$ cat src/rtl/sh_pkg.sv
package sh_pkg;
  typedef enum logic [1:0] {
    LM_ASYNC = 2'd0,
    LM_MONO  = 2'd1,
    LM_BI    = 2'd2,
    LM_SDLC  = 2'd3
  } line_mode_e;
endpackage

$ cat src/rtl/sh_lenpick.sv
module sh_lenpick #(
  parameter int LW         = 5,
  parameter int CW         = 4,
  parameter int MONO_LEN   = 8,
  parameter int MONO_SHORT = 6,
  parameter int BI_LEN     = 16,
  parameter int BI_SHORT   = 12,
  parameter int CHAR_LEN   = 8,
  parameter int CHAR_SHORT = 6
) (
  input  sh_pkg::line_mode_e mode,
  input  logic               short_sync,
  output logic [LW-1:0]      cmp_len,
  output logic [CW-1:0]      char_len,
  output logic               hunt_ok,
  output logic               sync_mode
);
  import sh_pkg::*;

  always_comb begin
    cmp_len   = LW'(MONO_LEN);
    char_len  = CW'(CHAR_LEN);
    hunt_ok   = 1'b1;
    sync_mode = 1'b0;
    unique case (mode)
      LM_ASYNC: hunt_ok = 1'b0;
      LM_MONO: begin
        sync_mode = 1'b1;
        cmp_len   = short_sync ? LW'(MONO_SHORT) : LW'(MONO_LEN);
        char_len  = short_sync ? CW'(CHAR_SHORT) : CW'(CHAR_LEN);
      end
      LM_BI: begin
        sync_mode = 1'b1;
        cmp_len   = short_sync ? LW'(BI_SHORT) : LW'(BI_LEN);
        char_len  = short_sync ? CW'(CHAR_SHORT) : CW'(CHAR_LEN);
      end
      default: ;
    endcase
  end
endmodule

$ cat src/rtl/sh_shifter.sv
module sh_shifter #(
  parameter int SR_W = 16,
  parameter int LW   = 5
) (
  input  logic            clk,
  input  logic            rst,
  input  logic            bit_en,
  input  logic            bit_in,
  input  logic [SR_W-1:0] pat,
  input  logic [LW-1:0]   cmp_len,
  output logic            match
);
  logic [SR_W-1:0] win_q;
  logic [SR_W-1:0] win_d;
  logic [SR_W-1:0] mask;

  assign win_d = {win_q[SR_W-2:0], bit_in};
  assign mask  = ~({SR_W{1'b1}} << cmp_len);
  assign match = bit_en && (((win_d ^ pat) & mask) == '0);

  always_ff @(posedge clk) begin
    if (rst)         win_q <= '0;
    else if (bit_en) win_q <= win_d;
  end
endmodule

$ cat src/rtl/sh_framer.sv
module sh_framer #(
  parameter int CW = 4
) (
  input  logic          clk,
  input  logic          rst,
  input  logic          bit_en,
  input  logic          match,
  input  logic          hunt,
  input  logic          hunt_ok,
  input  logic [CW-1:0] char_len,
  output logic          locked,
  output logic          strobe,
  output logic          bnd_hit
);
  logic [CW-1:0] cnt_q;
  logic          wrap;

  assign wrap    = cnt_q >= (char_len - CW'(1));
  assign bnd_hit = locked && hunt_ok && !hunt && bit_en && wrap;

  always_ff @(posedge clk) begin
    if (rst || !hunt_ok || hunt) begin
      locked <= 1'b0;
      cnt_q  <= '0;
      strobe <= 1'b0;
    end else if (!locked) begin
      strobe <= match;
      if (match) begin
        locked <= 1'b1;
        cnt_q  <= '0;
      end
    end else if (bit_en) begin
      strobe <= wrap;
      cnt_q  <= wrap ? '0 : cnt_q + CW'(1);
    end else begin
      strobe <= 1'b0;
    end
  end
endmodule

$ cat src/rtl/sh_loopgate.sv
module sh_loopgate (
  input  logic clk,
  input  logic rst,
  input  logic loop_act,
  input  logic bnd_hit,
  input  logic break_req,
  output logic tx_en,
  output logic txd_ovr,
  output logic txd_lvl,
  output logic brk_clr
);
  logic rel_q;
  logic rel_d;

  assign rel_d = loop_act && (rel_q || bnd_hit);

  always_ff @(posedge clk) begin
    if (rst) begin
      rel_q   <= 1'b0;
      tx_en   <= 1'b0;
      txd_ovr <= 1'b0;
      txd_lvl <= 1'b1;
      brk_clr <= 1'b0;
    end else begin
      rel_q   <= rel_d;
      tx_en   <= !loop_act || rel_d;
      txd_ovr <= loop_act && !rel_d;
      txd_lvl <= !break_req;
      brk_clr <= loop_act && !rel_q && bnd_hit;
    end
  end
endmodule

$ cat src/rtl/sync_hunter.sv
module sync_hunter #(
  parameter int SR_W       = 16,
  parameter int MONO_LEN   = 8,
  parameter int MONO_SHORT = 6,
  parameter int BI_LEN     = 16,
  parameter int BI_SHORT   = 12,
  parameter int CHAR_LEN   = 8,
  parameter int CHAR_SHORT = 6
) (
  input  logic            clk,
  input  logic            rst,
  input  logic            rx_bit,
  input  logic            rx_en,
  input  logic [1:0]      mode,
  input  logic            short_sync,
  input  logic [SR_W-1:0] sync_pat,
  input  logic            hunt,
  input  logic            loop_en,
  input  logic            break_req,
  output logic            locked,
  output logic            char_strobe,
  output logic            tx_en,
  output logic            txd_ovr,
  output logic            txd_lvl,
  output logic            brk_clr
);
  localparam int LW = $clog2(SR_W + 1);
  localparam int CW = $clog2(CHAR_LEN + 1);

  sh_pkg::line_mode_e mode_e;
  logic [LW-1:0] cmp_len;
  logic [CW-1:0] char_len;
  logic          hunt_ok;
  logic          sync_mode;
  logic          match;
  logic          bnd_hit;

  assign mode_e = sh_pkg::line_mode_e'(mode);

  sh_lenpick #(
    .LW(LW), .CW(CW),
    .MONO_LEN(MONO_LEN), .MONO_SHORT(MONO_SHORT),
    .BI_LEN(BI_LEN), .BI_SHORT(BI_SHORT),
    .CHAR_LEN(CHAR_LEN), .CHAR_SHORT(CHAR_SHORT)
  ) i_len (
    .mode(mode_e), .short_sync(short_sync), .cmp_len(cmp_len),
    .char_len(char_len), .hunt_ok(hunt_ok), .sync_mode(sync_mode)
  );

  sh_shifter #(.SR_W(SR_W), .LW(LW)) i_shift (
    .clk(clk), .rst(rst), .bit_en(rx_en), .bit_in(rx_bit),
    .pat(sync_pat), .cmp_len(cmp_len), .match(match)
  );

  sh_framer #(.CW(CW)) i_frame (
    .clk(clk), .rst(rst), .bit_en(rx_en), .match(match), .hunt(hunt),
    .hunt_ok(hunt_ok), .char_len(char_len), .locked(locked),
    .strobe(char_strobe), .bnd_hit(bnd_hit)
  );

  sh_loopgate i_gate (
    .clk(clk), .rst(rst), .loop_act(loop_en && sync_mode), .bnd_hit(bnd_hit),
    .break_req(break_req), .tx_en(tx_en), .txd_ovr(txd_ovr),
    .txd_lvl(txd_lvl), .brk_clr(brk_clr)
  );
endmodule

$ cat config.mk
export PLATFORM = sky130hd
export DESIGN_NAME = sync_hunter
export DESIGN_NICKNAME = d
export VERILOG_FILES = /design/src/rtl/sh_pkg.sv /design/src/rtl/sh_lenpick.sv /design/src/rtl/sh_shifter.sv /design/src/rtl/sh_framer.sv /design/src/rtl/sh_loopgate.sv /design/src/rtl/sync_hunter.sv
export SDC_FILE = /design/constraint.sdc
export NUM_CORES = 1
export LEC_CHECK = 0
export ABC_CLOCK_PERIOD_IN_PS = 3300
export BUFFER_PORTS_ARGS = -buffer_cell sky130_fd_sc_hd__clkbuf_2
export CAP_MARGIN = 30
export CORE_AREA = 2 2 76 78
export DETAILED_ROUTE_END_ITERATION = 10
export DIE_AREA = 0 0 78 80
export SLEW_MARGIN = 20
export SYNTH_ARGS = -nofsm -noshare
export SYNTH_HDL_FRONTEND = slang
export SYNTH_HIERARCHICAL = 1
export SYNTH_SLANG_ARGS = --single-unit
$ cat constraint.sdc
create_clock -name clk -period 3.3 [get_ports clk]
set_input_delay 0.495 -clock clk [delete_from_list [all_inputs] [get_ports clk]]
set_output_delay 0.495 -clock clk [all_outputs]
set_load 0.05 [all_outputs]
==> reports/metrics.yaml <==
status: "complete, no violations"
place_inst: 268
gr-usage-all-layers_pct: 10.3
grt_pass1_wl_mm: 5.20
ys_types: 42
worst_slack_ns: 0.368
ff2ff_setup_slack_ns: 1.32
period_share_pct: 88.9
rows: 27
fin_util_pct: 33.7
async_reset_ff_share_pct: 0
drc: 0
p_total_uw: 640
initial_utilization_pct: 29.4
slew_violations: 0
hold_path_class: "input pin to register"
worstHoldPathCells: 2
path_delay_family: "simple AND/OR/NAND/NOR gates"
grt_setup_unrepaired: "false"
crit_chain: "clkbuf_2, inv_1, ha_1, nand2_1, inv_1, nor3_1, xnor2_1, ha_1, o211a_1, a21oi_1, or2_2, nor3b_1, and4bb_2"
cts_buffers: 3
yosysSeqAreaShare_pct: 32.8
vdd.ir_drop.worst_v: 0.000162
fin_setup_tns_ns: 0
boundaryPins: 32
hold_path_end: "i_gate/txd_lvl$_SDFF_PP1_"
p_leak_nw: 0.810
cts.sink_count: 26
via_per_inst: 4.53
cts_tree: "yes"
worstSkewPairLatency_ns: 0.26
layout-drive-gt1-share_pct: 24.0
cts_max_level: 1
worst_path_max_delay_cell: "nor3b_1"
rr_endpoint: "i_gate/brk_clr$_SDFF_PP0_"
syn-cell-area_mm2: 0.00159
die_w_um: 78
clockRootBuffer: "clkbuf_8"
ys_warn_count: 6
ant_nets: 0
num_vias: 1233
cts_hold_buf: 0
relSlewSlack_pct: 64.1
wl_per_cell_um: 11.3
antenna_cells: 0
crit_required_ns: 3.51
synthFlopType: "dfxtp_1"
grtUsageMet1_pct: 14.4
worst_pin_slew_ns: 0.538
max_freq_mhz: 341
cts_resized: 0
max_stage_delay_ns: 0.41
cap_violations: 0
fp.dieH_um: 80
routed_wl_mm: 3.06
busiest_layer: "met2"
grt.met2_usage_pct: 15.6
finalSetupViolations: 0
final_cells: 272
cts_setup_buffers: 0
crit_path_end_kind: "register"
reg2reg_depth: 7
grt_overflow: 0
clock_skew_ns: 0.00143
synth_area_per_cell_um2: 9.13
core_mm2: 0.00541
drt_iter0_markers: 105
crit_buf_inv: 3
worst_setup_path_start_kind: "input pin"
period_minus_slack_ns: 2.93
grt_use_met3_pct: 1.13
clk_path_buf_depth: 2
pre_cts_ws_ns: 0.0981
cp_max_fo: 4
ys_ff_latch: 26
dieArea_mm2: 0.00624
criticalPathCategory: "input pin to register"
rr_startpoint: "i_frame/cnt_q[0]$_SDFFE_PP0P_"
globalplace.congestion: 0.844
port_buffers: 31
grt_max_degree: 22
synth_cells: 174
grt_pass1_vias: 1164
syn2layout_area_growth_pct: 14.7
final_nets: 237
grt_antenna_before_repair: 0
min_from: "break_req"
synth-edff-count: 0
clk_pin_slew_worst_paths_ns: 0.09
hpwlAfterDp_mm: 2.42
arrival_ns: 3.15
hold_viol: 0
drt_pass1_iterations: 4
p_per_area_mw_per_mm2: 351
==> metrics by stage <==
stage | hold slack (ns) | area (um2)
after floorplan | 0.449 | 1590
after global placement | 0.473 | 1770
after detailed placement | 0.477 | 1770
after CTS | 0.376 | 1820
after global routing | 0.394 | 1820
final | 0.383 | 1820
==> registers in the layout, summed over array words and instances, names as in the netlist <==
signal / cells
i_gate/brk_clr: 1
i_frame/locked: 1
i_gate/tx_en: 1
i_gate/txd_lvl: 1
i_gate/txd_ovr: 1
i_gate/rel_q: 1
i_shift/win_q: 15
i_frame/cnt_q: 4
i_frame/strobe: 1
==> logic make-up after synthesis <==
| group | count (synthesis) | share of synthesized area (%) |
|---|---|---|
| XOR/XNOR | 20 | 11.0 |
| multiplexers | 17 | 10.7 |
| AO/OA/AOI/OAI | 26 | 11.3 |
| AND/OR/NAND/NOR | 57 | 20.0 |
| adder cells (fa/ha/maj) | 10 | 7.88 |
| buffers and inverters | 17 | 6.07 |
| other | 1 | 0.236 |
| flip-flops | 26 | 32.8 |
==> placed cells by master, fill, tap and decap left out, types with 3 or more instances in the layout <==
| master | count |
|---|---|
| inv_1 | 7 |
| clkbuf_8 | 4 |
| o21ai_0 | 7 |
| xnor2_1 | 12 |
| nand2b_1 | 3 |
| ha_1 | 10 |
| nor3_1 | 3 |
| a21oi_1 | 6 |
| nor3b_1 | 3 |
| dfxtp_1 | 26 |
| nor2_1 | 28 |
| a22oi_1 | 3 |
| mux2i_1 | 17 |
| clkbuf_2 | 31 |
| xor2_1 | 8 |
| nand2_1 | 4 |
==> metal layers <==
metal / part of all wire (%) / wire length, um / up-vias
met5: 0 / 0 / -
met4: 2.4 / 74 / 0
met3: 3.7 / 113 / 6
met2: 44 / 1340 / 25
met1: 50 / 1540 / 564
li1: - / - / 638
==> layout make-up <==
| type | count | area (um2) |
|---|---|---|
| clock buffers | 4 | 55.1 |
| multi-input cells | 132 | 975 |
| flip-flops and latches | 26 | 520 |
| repair buffers | 31 | 155 |
| well taps | 72 | 90.1 |
| fillers | 586 | 3580 |
| inverters | 7 | 26.3 |
==> worst max-delay path by stage <==
stage | start | to | cells past startpoint
2_1_floorplan | mode[0] | i_gate/brk_clr$_SDFF_PP0_ | 13
3_3_place_gp | mode[0] | i_gate/brk_clr$_SDFF_PP0_ | 14
3_5_place_dp | mode[0] | i_gate/brk_clr$_SDFF_PP0_ | 13
4_1_cts | mode[0] | i_gate/brk_clr$_SDFF_PP0_ | 13
5_1_grt | mode[0] | i_gate/brk_clr$_SDFF_PP0_ | 13
6_report | mode[0] | i_gate/brk_clr$_SDFF_PP0_ | 13
==> cells in the mapped netlist (2+ instances only) <==
cell	n	share of area [%]
o21ai_0	7	2.2
a21oi_1	6	1.9
nor3_1	3	0.95
nor3b_1	3	1.4
nand2_1	4	0.95
buf_6	2	1.4
nand2b_1	3	1.2
xnor2_1	12	6.6
buf_2	2	0.63
o31ai_1	2	0.95
buf_4	4	1.9
and2_1	2	0.79
inv_1	7	1.7
clkbuf_1	2	0.47
xor2_1	8	4.4
a22oi_1	3	1.4
mux2i_1	17	11
nor2_1	28	6.6
ha_1	10	7.9
dfxtp_1	26	33
o21ai_1	2	0.63
==> worst reg2reg max path: stages, from the launching register on <==
cell	delay [ns]
dfxtp_1	0.42
inv_1	0.06
ha_1	0.17
or3b_4	0.24
a21oi_1	0.06
or2_2	0.28
nor3b_1	0.41
and4bb_2	0.29
==> power breakdown <==
part	internal [mW]	leakage (nW)	total, mW	switching (mW)
registers	0.317	0.210	0.319	0.00215
clock network	0.106	0.0288	0.202	0.0959
logic	0.0506	0.571	0.118	0.0673
total	0.474	0.810	0.640	0.165
Note: power is estimated with default switching activity, not from simulation.
